File: src/rtl/intc_pkg.sv
package intc_pkg;

    // number of peripheral lines copied into the summary word
    localparam int unsigned MIRROR_N = 11;

    // peripheral line copied into summary mirror slot i (order is behaviour)
    function automatic int unsigned mirror_src(input int unsigned i);
        case (i)
            0:       return 7;
            1:       return 9;
            2:       return 10;
            3:       return 18;
            4:       return 19;
            5:       return 53;
            6:       return 54;
            7:       return 55;
            8:       return 56;
            9:       return 57;
            10:      return 62;
            default: return 0;
        endcase
    endfunction

endpackage

File: src/rtl/intc_en_word.sv
// One word of enable mask: write-one-to-set or write-one-to-clear update.
module intc_en_word #(
    parameter int unsigned W = 32
) (
    input  logic [W-1:0] cur_i,
    input  logic [W-1:0] bits_i,
    input  logic         set_i,
    input  logic         clr_i,
    output logic [W-1:0] nxt_o
);
    always_comb begin
        nxt_o = cur_i;
        if (set_i) begin
            nxt_o = cur_i | bits_i;
        end else if (clr_i) begin
            nxt_o = cur_i & ~bits_i;
        end
    end
endmodule

File: src/rtl/intc_summary.sv
// Builds the summary word: local pending, per-half flags, mirrored lines.
module intc_summary
    import intc_pkg::*;
#(
    parameter int unsigned PERIPH_N = 64,
    parameter int unsigned LOCAL_N  = 8,
    parameter int unsigned DATA_W   = 32
) (
    input  logic [PERIPH_N-1:0] per_pend_i,
    input  logic [LOCAL_N-1:0]  loc_pend_i,
    output logic [DATA_W-1:0]   sum_o
);
    localparam int unsigned PER_WORDS = PERIPH_N / DATA_W;
    localparam int unsigned MIR_BASE  = LOCAL_N + PER_WORDS;

    logic [MIRROR_N-1:0] mir;

    for (genvar i = 0; i < MIRROR_N; i++) begin : g_mir
        localparam int unsigned SRC = mirror_src(i);
        if (SRC < PERIPH_N) begin : g_on
            assign mir[i] = per_pend_i[SRC];
        end else begin : g_off
            assign mir[i] = 1'b0;
        end
    end

    always_comb begin
        sum_o = '0;
        sum_o[LOCAL_N-1:0] = loc_pend_i;
        for (int unsigned w = 0; w < PER_WORDS; w++) begin
            sum_o[LOCAL_N + w] = |per_pend_i[w*DATA_W +: DATA_W];
        end
        sum_o[MIR_BASE +: MIRROR_N] = mir;
    end
endmodule

File: src/rtl/intc_fiq_route.sv
// Selects one raw line (peripheral then local) for the fast interrupt.
module intc_fiq_route #(
    parameter int unsigned PERIPH_N = 64,
    parameter int unsigned LOCAL_N  = 8,
    parameter int unsigned SEL_W    = 7
) (
    input  logic                clk,
    input  logic                rst_n,
    input  logic                fiq_en_i,
    input  logic [SEL_W-1:0]    sel_i,
    input  logic [PERIPH_N-1:0] per_lvl_i,
    input  logic [LOCAL_N-1:0]  loc_lvl_i,
    output logic                fiq_o
);
    localparam int unsigned SRC_N = PERIPH_N + LOCAL_N;

    logic [SRC_N-1:0] all_lvl;
    logic             hit;

    assign all_lvl = {loc_lvl_i, per_lvl_i};

    always_comb begin
        hit = 1'b0;
        for (int unsigned k = 0; k < SRC_N; k++) begin
            if (32'(sel_i) == k) begin
                hit = all_lvl[k];
            end
        end
    end

    assign fiq_o = fiq_en_i & hit;


    fiq_range_chk: assert property (@(posedge clk) disable iff (!rst_n)
        (32'(sel_i) >= SRC_N) |-> !fiq_o);
endmodule

File: src/rtl/intc_two_bank.sv
module intc_two_bank
    import intc_pkg::*;
#(
    parameter int unsigned PERIPH_N = 64,
    parameter int unsigned LOCAL_N  = 8,
    parameter int unsigned DATA_W   = 32,
    parameter int unsigned ADDR_W   = 9,
    parameter int unsigned SEL_W    = 7
) (
    input  logic                clk,
    input  logic                rst_n,
    input  logic [PERIPH_N-1:0] per_lvl_i,
    input  logic [LOCAL_N-1:0]  loc_lvl_i,
    input  logic [ADDR_W-1:0]   bus_addr_i,
    input  logic                bus_we_i,
    input  logic [DATA_W-1:0]   bus_wdata_i,
    output logic [DATA_W-1:0]   bus_rdata_o,
    output logic                irq_o,
    output logic                fiq_o
);
    localparam int unsigned PER_WORDS = PERIPH_N / DATA_W;
    // word offsets, derived from the bank count
    localparam int unsigned W_SUM     = 0;
    localparam int unsigned W_PEND    = 1;
    localparam int unsigned W_FIQ     = W_PEND + PER_WORDS;
    localparam int unsigned W_SET     = W_FIQ + 1;
    localparam int unsigned W_SET_LOC = W_SET + PER_WORDS;
    localparam int unsigned W_CLR     = W_SET_LOC + 1;
    localparam int unsigned W_CLR_LOC = W_CLR + PER_WORDS;

    typedef struct packed {
        logic [PERIPH_N-1:0] per_lvl;
        logic [LOCAL_N-1:0]  loc_lvl;
        logic [PERIPH_N-1:0] per_en;
        logic [LOCAL_N-1:0]  loc_en;
        logic                fiq_en;
        logic [SEL_W-1:0]    fiq_sel;
        logic [DATA_W-1:0]   rdata;
    } state_t;

    state_t st_d, st_q;

    logic [ADDR_W-3:0]   word;
    logic                aligned;
    logic                known;
    logic                wr_fiq;
    logic [PER_WORDS-1:0] set_hit, clr_hit;
    logic                set_loc, clr_loc;
    logic [DATA_W-1:0]   per_en_nxt [PER_WORDS];
    logic [LOCAL_N-1:0]  loc_en_nxt;
    logic [PERIPH_N-1:0] per_pend;
    logic [LOCAL_N-1:0]  loc_pend;
    logic [DATA_W-1:0]   sum_word;

    assign word    = bus_addr_i[ADDR_W-1:2];
    assign aligned = (bus_addr_i[1:0] == 2'b00);
    assign known   = aligned && (32'(word) <= W_CLR_LOC);
    assign wr_fiq  = bus_we_i && aligned && (32'(word) == W_FIQ);
    assign set_loc = bus_we_i && aligned && (32'(word) == W_SET_LOC);
    assign clr_loc = bus_we_i && aligned && (32'(word) == W_CLR_LOC);

    for (genvar w = 0; w < PER_WORDS; w++) begin : g_bank
        assign set_hit[w] = bus_we_i && aligned && (32'(word) == W_SET + w);
        assign clr_hit[w] = bus_we_i && aligned && (32'(word) == W_CLR + w);
        intc_en_word #(.W(DATA_W)) u_en (
            .cur_i  (st_q.per_en[w*DATA_W +: DATA_W]),
            .bits_i (bus_wdata_i),
            .set_i  (set_hit[w]),
            .clr_i  (clr_hit[w]),
            .nxt_o  (per_en_nxt[w])
        );
    end

    intc_en_word #(.W(LOCAL_N)) u_en_loc (
        .cur_i  (st_q.loc_en),
        .bits_i (bus_wdata_i[LOCAL_N-1:0]),
        .set_i  (set_loc),
        .clr_i  (clr_loc),
        .nxt_o  (loc_en_nxt)
    );

    assign per_pend = st_q.per_lvl & st_q.per_en;
    assign loc_pend = st_q.loc_lvl & st_q.loc_en;

    intc_summary #(
        .PERIPH_N (PERIPH_N),
        .LOCAL_N  (LOCAL_N),
        .DATA_W   (DATA_W)
    ) u_sum (
        .per_pend_i (per_pend),
        .loc_pend_i (loc_pend),
        .sum_o      (sum_word)
    );

    intc_fiq_route #(
        .PERIPH_N (PERIPH_N),
        .LOCAL_N  (LOCAL_N),
        .SEL_W    (SEL_W)
    ) u_fiq (
        .clk       (clk),
        .rst_n     (rst_n),
        .fiq_en_i  (st_q.fiq_en),
        .sel_i     (st_q.fiq_sel),
        .per_lvl_i (st_q.per_lvl),
        .loc_lvl_i (st_q.loc_lvl),
        .fiq_o     (fiq_o)
    );

    assign irq_o       = (|per_pend) | (|loc_pend);
    assign bus_rdata_o = st_q.rdata;

    always_comb begin
        st_d         = st_q;
        st_d.per_lvl = per_lvl_i;
        st_d.loc_lvl = loc_lvl_i;
        for (int unsigned w = 0; w < PER_WORDS; w++) begin
            st_d.per_en[w*DATA_W +: DATA_W] = per_en_nxt[w];
        end
        st_d.loc_en = loc_en_nxt;
        if (wr_fiq) begin
            st_d.fiq_sel = bus_wdata_i[SEL_W-1:0];
            st_d.fiq_en  = bus_wdata_i[SEL_W];
        end

        st_d.rdata = '0;
        if (known) begin
            if (32'(word) == W_SUM) begin
                st_d.rdata = sum_word;
            end
            for (int unsigned w = 0; w < PER_WORDS; w++) begin
                if (32'(word) == W_PEND + w) st_d.rdata = per_pend[w*DATA_W +: DATA_W];
                if (32'(word) == W_SET + w)  st_d.rdata = st_q.per_en[w*DATA_W +: DATA_W];
                if (32'(word) == W_CLR + w)  st_d.rdata = ~st_q.per_en[w*DATA_W +: DATA_W];
            end
            if (32'(word) == W_FIQ) begin
                st_d.rdata = DATA_W'({st_q.fiq_en, st_q.fiq_sel});
            end
            if (32'(word) == W_SET_LOC) begin
                st_d.rdata = DATA_W'(st_q.loc_en);
            end
            if (32'(word) == W_CLR_LOC) begin
                st_d.rdata = ~DATA_W'(st_q.loc_en);
            end
        end
    end

    always_ff @(posedge clk) begin
        if (!rst_n) begin
            st_q <= '0;
        end else begin
            st_q <= st_d;
        end
    end


    set_or_chk: assert property (@(posedge clk) disable iff (!rst_n)
        set_hit[0] |=> ((st_q.per_en[DATA_W-1:0] & $past(bus_wdata_i)) == $past(bus_wdata_i)));


    clr_and_chk: assert property (@(posedge clk) disable iff (!rst_n)
        clr_hit[0] |=> ((st_q.per_en[DATA_W-1:0] & $past(bus_wdata_i)) == '0));


    bad_wr_chk: assert property (@(posedge clk) disable iff (!rst_n)
        (bus_we_i && !known) |=> ($stable(st_q.per_en) && $stable(st_q.loc_en)
                                  && $stable(st_q.fiq_en) && $stable(st_q.fiq_sel)));


    irq_sum_chk: assert property (@(posedge clk) disable iff (!rst_n)
        irq_o == (|sum_word[LOCAL_N + PER_WORDS - 1:0]));


    fiq_ctl_chk: assert property (@(posedge clk) disable iff (!rst_n)
        wr_fiq |=> (st_q.fiq_sel == $past(bus_wdata_i[SEL_W-1:0])
                    && st_q.fiq_en == $past(bus_wdata_i[SEL_W])));
endmodule

File: config.mk
export PLATFORM = sky130hd
export DESIGN_NAME = intc_two_bank
export DESIGN_NICKNAME = d
export VERILOG_FILES = /design/src/rtl/intc_pkg.sv /design/src/rtl/intc_en_word.sv /design/src/rtl/intc_summary.sv /design/src/rtl/intc_fiq_route.sv /design/src/rtl/intc_two_bank.sv
export SDC_FILE = /design/constraint.sdc
export NUM_CORES = 1
export LEC_CHECK = 0
export ABC_AREA = 1
export BUFFER_PORTS_ARGS = -buffer_cell sky130_fd_sc_hd__buf_2
export CAP_MARGIN = 20
export CORE_ASPECT_RATIO = 1.4
export CORE_UTILIZATION = 42
export CTS_BUF_LIST = sky130_fd_sc_hd__clkbuf_4 sky130_fd_sc_hd__clkbuf_8
export CTS_CLUSTER_SIZE = 24
export DETAILED_ROUTE_END_ITERATION = 10
export REMOVE_ABC_BUFFERS = 1
export SLEW_MARGIN = 10
export SYNTH_ARGS = -nofsm -noshare
export SYNTH_HDL_FRONTEND = slang
export SYNTH_SLANG_ARGS = --single-unit
File: constraint.sdc
create_clock -name clk -period 3.47 [get_ports clk]
set_clock_uncertainty 0.15 [all_clocks]
set_input_delay 0.347 -clock clk [delete_from_list [all_inputs] [get_ports clk]]
set_output_delay 0.347 -clock clk [all_outputs]
set_load 0.01 [all_outputs]
Word level (Yosys, flattened, before mapping). Cells that the tools add are included.

$add $sub $neg: 0. $mul: 0. Div/mod/pow operators: 0. Bitwise gates (word level): 15. Reduce and logical (&&, ||, !) cells: 20. Shift-type cells: 0. Equal/unequal tests: 80. Order comparisons: 1. Muxes and demuxes: 88.

Operator list (number): two-way mux 32 bit (13); == test 7 x 6 -> 1 bit (second input constant) (32); == test 7 x 5 -> 1 bit (second input constant) (16); NOT 32 bit (3); two-way mux 1 bit (72); == test 7 x 4 -> 1 bit (second input constant) (10); AND 32 bit (2); AND 64 bit (1); bitwise OR 32 bit (2); OR reduction 32 bit (2); OR reduction 64 bit (1); == test 7 x 3 -> 1 bit (second input constant) (8); == test 7 bit (second input constant) (8); NOT 8 -> 32 bit (1); == test 7 x 2 -> 1 bit (second input constant) (4); two-way mux 21 bit (1); AND 8 bit (2); two-way mux 8 bit (2); == test 7 x 1 -> 1 bit (second input constant) (2); zero test 7 bit (2); logical AND 1 bit (9); NOT 8 bit (1); bitwise OR 8 bit (1); OR reduction 8 bit (1); 6 further kinds (8).

Word-level logic and storage cells: 212. Output and inout bits: 34. Bits in read-only memories: 0. Bits in writable memories: 0. Memories kept: 0. Register bits: 184. Bits in latches: 0.

Longest topological paths before layout.
Depth in word-level cells: 74. Mapped depth: 53. Depth with buffers taken out: 53.

Modules after synthesis. From an unflattened synthesis, not the netlist that was laid out.

Cells, all modules: 1952. Area, all modules: 11439.7 um^2.

Modules (own cells, without submodules): intc_two_bank (cells each 1300, sequential area each 3683.5 um^2, instances 1, area each 8544.4 um^2); intc_fiq_route (cells each 229, sequential area each 0.0 um^2, instances 1, area each 1104.8 um^2); intc_en_word (g_bank[0].u_en ...) (cells each 134, sequential area each 0.0 um^2, instances 2, area each 536.8 um^2); intc_summary (cells each 121, sequential area each 0.0 um^2, instances 1, area each 586.8 um^2); intc_en_word (u_en_loc) (cells each 34, sequential area each 0.0 um^2, instances 1, area each 130.1 um^2).

Worst setup path before layout. OpenSTA, ideal clock, no wires.

Path kind: register to output. Start: register st_q[36] (netlist name). End: output port fiq_o. Setup slack: -0.330 ns. Arrival time: 3.303 ns. Cell stages (with the launch flop): 49. Path through: dfxtp_1 > nor3_1 > buf_4 > nand2_1 > or2_0 > nand2_1 > nand2_1 > nand2_1 > nand2_1 > nand2_1 > nand4_1 > nand2_1 > nand2_1 > nand2_1 > nand2_1 > nand2_1 > nand4_1 > nand2_1 > [13 not listed] > nor2_1 > nand3_1 > nand2_1 > nand4_1 > nor2_1 > nand3_1 > nand2_1 > nand4_1 > nand2_1 > nand2_1 > nand2_1 > nand2_1 > nand2_1 > nand2_1 > nand2_1 > nand4_1 > nor2_1 > nor2_1.

Cells in the longest elaborated chain, start to end: 74.

RTL lines: start, declared (RTL line intc_two_bank.sv:41) `state_t st_d, st_q;`; start signal, assigned (RTL line intc_two_bank.sv:151) `st_q <= st_d;`; zero test 7 bit (RTL line intc_fiq_route.sv:25) `if (32'(sel_i) == k) begin`; two-way mux 1 bit (71 in series) (RTL line intc_fiq_route.sv:25); two-way mux 1 bit (*) (RTL line intc_fiq_route.sv:25); AND 1 bit (*) (RTL line intc_fiq_route.sv:31) `assign fiq_o = fiq_en_i & hit;`; end, declared (RTL line intc_two_bank.sv:19) `output logic fiq_o`.

Mark *: on every way between the ends. The rest lies on a longest branch, timed or not.

Worst setup path in the final report.
Start: register st_q[32] (netlist name). End: output port fiq_o.

The elaborated chain is that of the path after synthesis.

==> impl_metrics.toml <==
[synthesis]
syn_area_per_cell_um2 = 6.71
synth_edf_count = 0
seq_area_frac_synth = 0.403
yosys_warnings = 0
ys_async_sr_fraction = 0
yosysTopAreaCellShare = 0.403
yosysMostFrequentCell = "nand2_1"
synth_top_area_cell = "dfxtp_1"
ys_types = 31
synthTopCellsByArea = "dfxtp_1 40%, nand2_1 15%, o21ai_0 8.0%"
synth-seq-cells = 184
ys.flop_type = "dfxtp_1"
yosys-top-cells-count = "371 x nand2_1, 193 x inv_1, 184 x dfxtp_1"
synth_cells = 1361
syn_area_mm2 = 0.00913

[timing]
fmax_mhz = 199
relSlewSlack = 0.313
tns_ns = -1.55
setup_ws_ns = -1.55
period_minus_slack_ns = 5.02
slew_viol_final = 0
max_slew.worst_pin.slew_ns = 1.03
rsz0062_at_grt = "yes"
period_share = 1.45
setup_viol = 1
finalHoldViolCount = 0

[die]
row_count = 63
initial_core_util = 0.429
die_y_um = 176
core-area_mm2 = 0.0213
die_w_um = 127
die-area_mm2 = 0.0223
pin_count = 150

[finish]
regArea_mm2 = 0.00370
nNetsFinal = 1746
drive_gt1_frac = 0.194
fill_cells = 2043
multi_input_area_mm2 = 0.00428
finish.utilization = 0.562
antenna_cells = 0
area_growth_pct = 31.0

[drt]
vias = 10045
vias_per_cell = 5.28
wire_per_inst_um = 18.0
drtPass1Iterations = 6
ant_nets = 0
drtIter0Drc = 710
routed_wl_mm = 34.3
route.detailed.drc = 0

[pwr]
p_sw_mw = 1.03
combPwrFrac = 0.077
p_sw_frac = 0.243
power_frac_clock = 0.404
p_leak_nw = 5.51
seq_power_share = 0.519
power-per-cell-area_mw_per_mm2 = 354
intPower_mw = 3.21
vdd_ir_drop_max_uv = 244

[clock_tree]
cts_tree = "built"
clk_latency_ns = 0.50
clk_pin_slew_ns = 0.09
clock-sinks = 184
clockBufferDepth = 2
cts-root-buf = "clkbuf_8"
cts_buffers = 17
htree_num_levels = 4

[critical_path]
cp_slowest_cell = "dfxtp_4"
worstPathMaxFanout = 5
crit_path_max_incr_delay_ns = 0.37
worstSetupPathType = "register to output pin"
rrSetupSlack_ns = 0.67
cp-start-kind = "register"
critPathArrivalTime_ns = 4.52
worst_path_most_repeated_cell = "nand2_1"
endpoint_kind = "output pin"
crit_required_ns = 2.97

[grt]
grt_max_degree = 47
gr-total-overflow = 0
antenna_found_initial = 0
grt_pass1_wl_mm = 53.1
grt_usage = 0.316
grt_pass1_vias = 9884

[place]
port_buffers = 149
place_hpwl_mm = 24.5
gp_congestion = 0.946

[run]
maxCapViolCount = 0

[min_path]
hp-class = "primary input to register"

[outcome]
violations = "negative setup slack"
status = "finished with violations"
==> layer usage <==
metal  wire, um  vias up  track usage
li1           -     4983            -
met1      13700     4640        0.355
met2      17900      335        0.589
met3       1340       87       0.0400
met4       1310        0        0.146
met5          0        -            0
==> worst paths after layout <==
check                                from              to  depth (start not counted)
worst min register to register   register        register                          2
worst min-delay path                rst_n       st_q[171]                          3
worst max-delay path             st_q[32]           fiq_o                         50
worst max register to register  st_q[182]  bus_rdata_o[9]                         11
==> layout by cell type, fill, tap and decap left out, drive strengths merged <==
cell / netlist / layout
a21oi: 123 / 123
a221oi: 10 / 10
a22o: 2 / 2
a31o: 17 / 17
a31oi: 1 / 1
and3: 2 / 2
buf: 33 / 238
bufinv: 0 / 5
clkbuf: 59 / 18
clkinv: 1 / 4
clkinvlp: 0 / 1
dfxtp: 184 / 184
dlygate4sd3: 0 / 104
inv: 197 / 202
nand2: 372 / 372
nand3: 42 / 42
nand4: 28 / 28
nor2: 61 / 61
nor3: 10 / 10
nor4: 6 / 6
o2111ai: 22 / 22
o211ai: 3 / 3
o21ai: 147 / 147
o21bai: 1 / 1
o221ai: 12 / 12
o22ai: 17 / 17
o31ai: 1 / 1
or2: 9 / 9
or4: 1 / 1
==> what timing repair did <==
action,CTS,global route
gates resized for setup,14,3
setup buffers,1,0
hold buffers,104,0
pin swaps,3,4
cloned,0,0
endpoints found under the setup margin,1,1
endpoints found under the hold margin,144,0
==> per-stage QoR <==
stage / setup WS (ns) / hold WS [ns] / power, mW / cells / instance area, um2
after CTS: -1.54 / 0.0404 / 4.26 / 1903 / 12000
after detailed placement: -1.10 / 0.348 / 2.48 / 1766 / 10400
after global placement: -1.09 / 0.340 / 2.48 / 1766 / 10400
final: -1.55 / 0.0715 / 4.23 / 1903 / 12000
after floorplan: -0.669 / 0.287 / 2.31 / 1269 / 8660
after global routing: -2.19 / 0.0667 / 4.38 / 1903 / 12000
==> worst max-delay path: cells and delay by family, from the launching register on <==
family / cells / cell delay [ns]
AND/OR/NAND/NOR: 48 / 3.42
flip-flops: 1 / 0.37
buffers and inverters: 2 / 0.21
==> final cells by class <==
class	count	area share
inverters	198	0.0621
clock buffers	18	0.0207
well taps	260	0.0272
flip-flops and latches	184	0.309
clock inverters	14	0.0181
repair buffers	342	0.205
multi-input cells	887	0.358
==> logic make-up after synthesis <==
group	synth area share
and+or+nand+nor	0.239
buffers and inverters	0.133
DFF	0.403
AOI/OAI and AO/OA	0.225
==> power groups by stage <==
stage          logic [mW]  registers (mW)  clock network, mW
2_1_floorplan      0.0912            2.22                  0
3_3_place_gp        0.233            2.25                  0
3_5_place_dp        0.234            2.25                  0
4_1_cts             0.324            2.20               1.74
5_1_grt             0.363            2.20               1.82
6_report            0.328            2.20               1.71
Power figures use the tool's default switching activity.
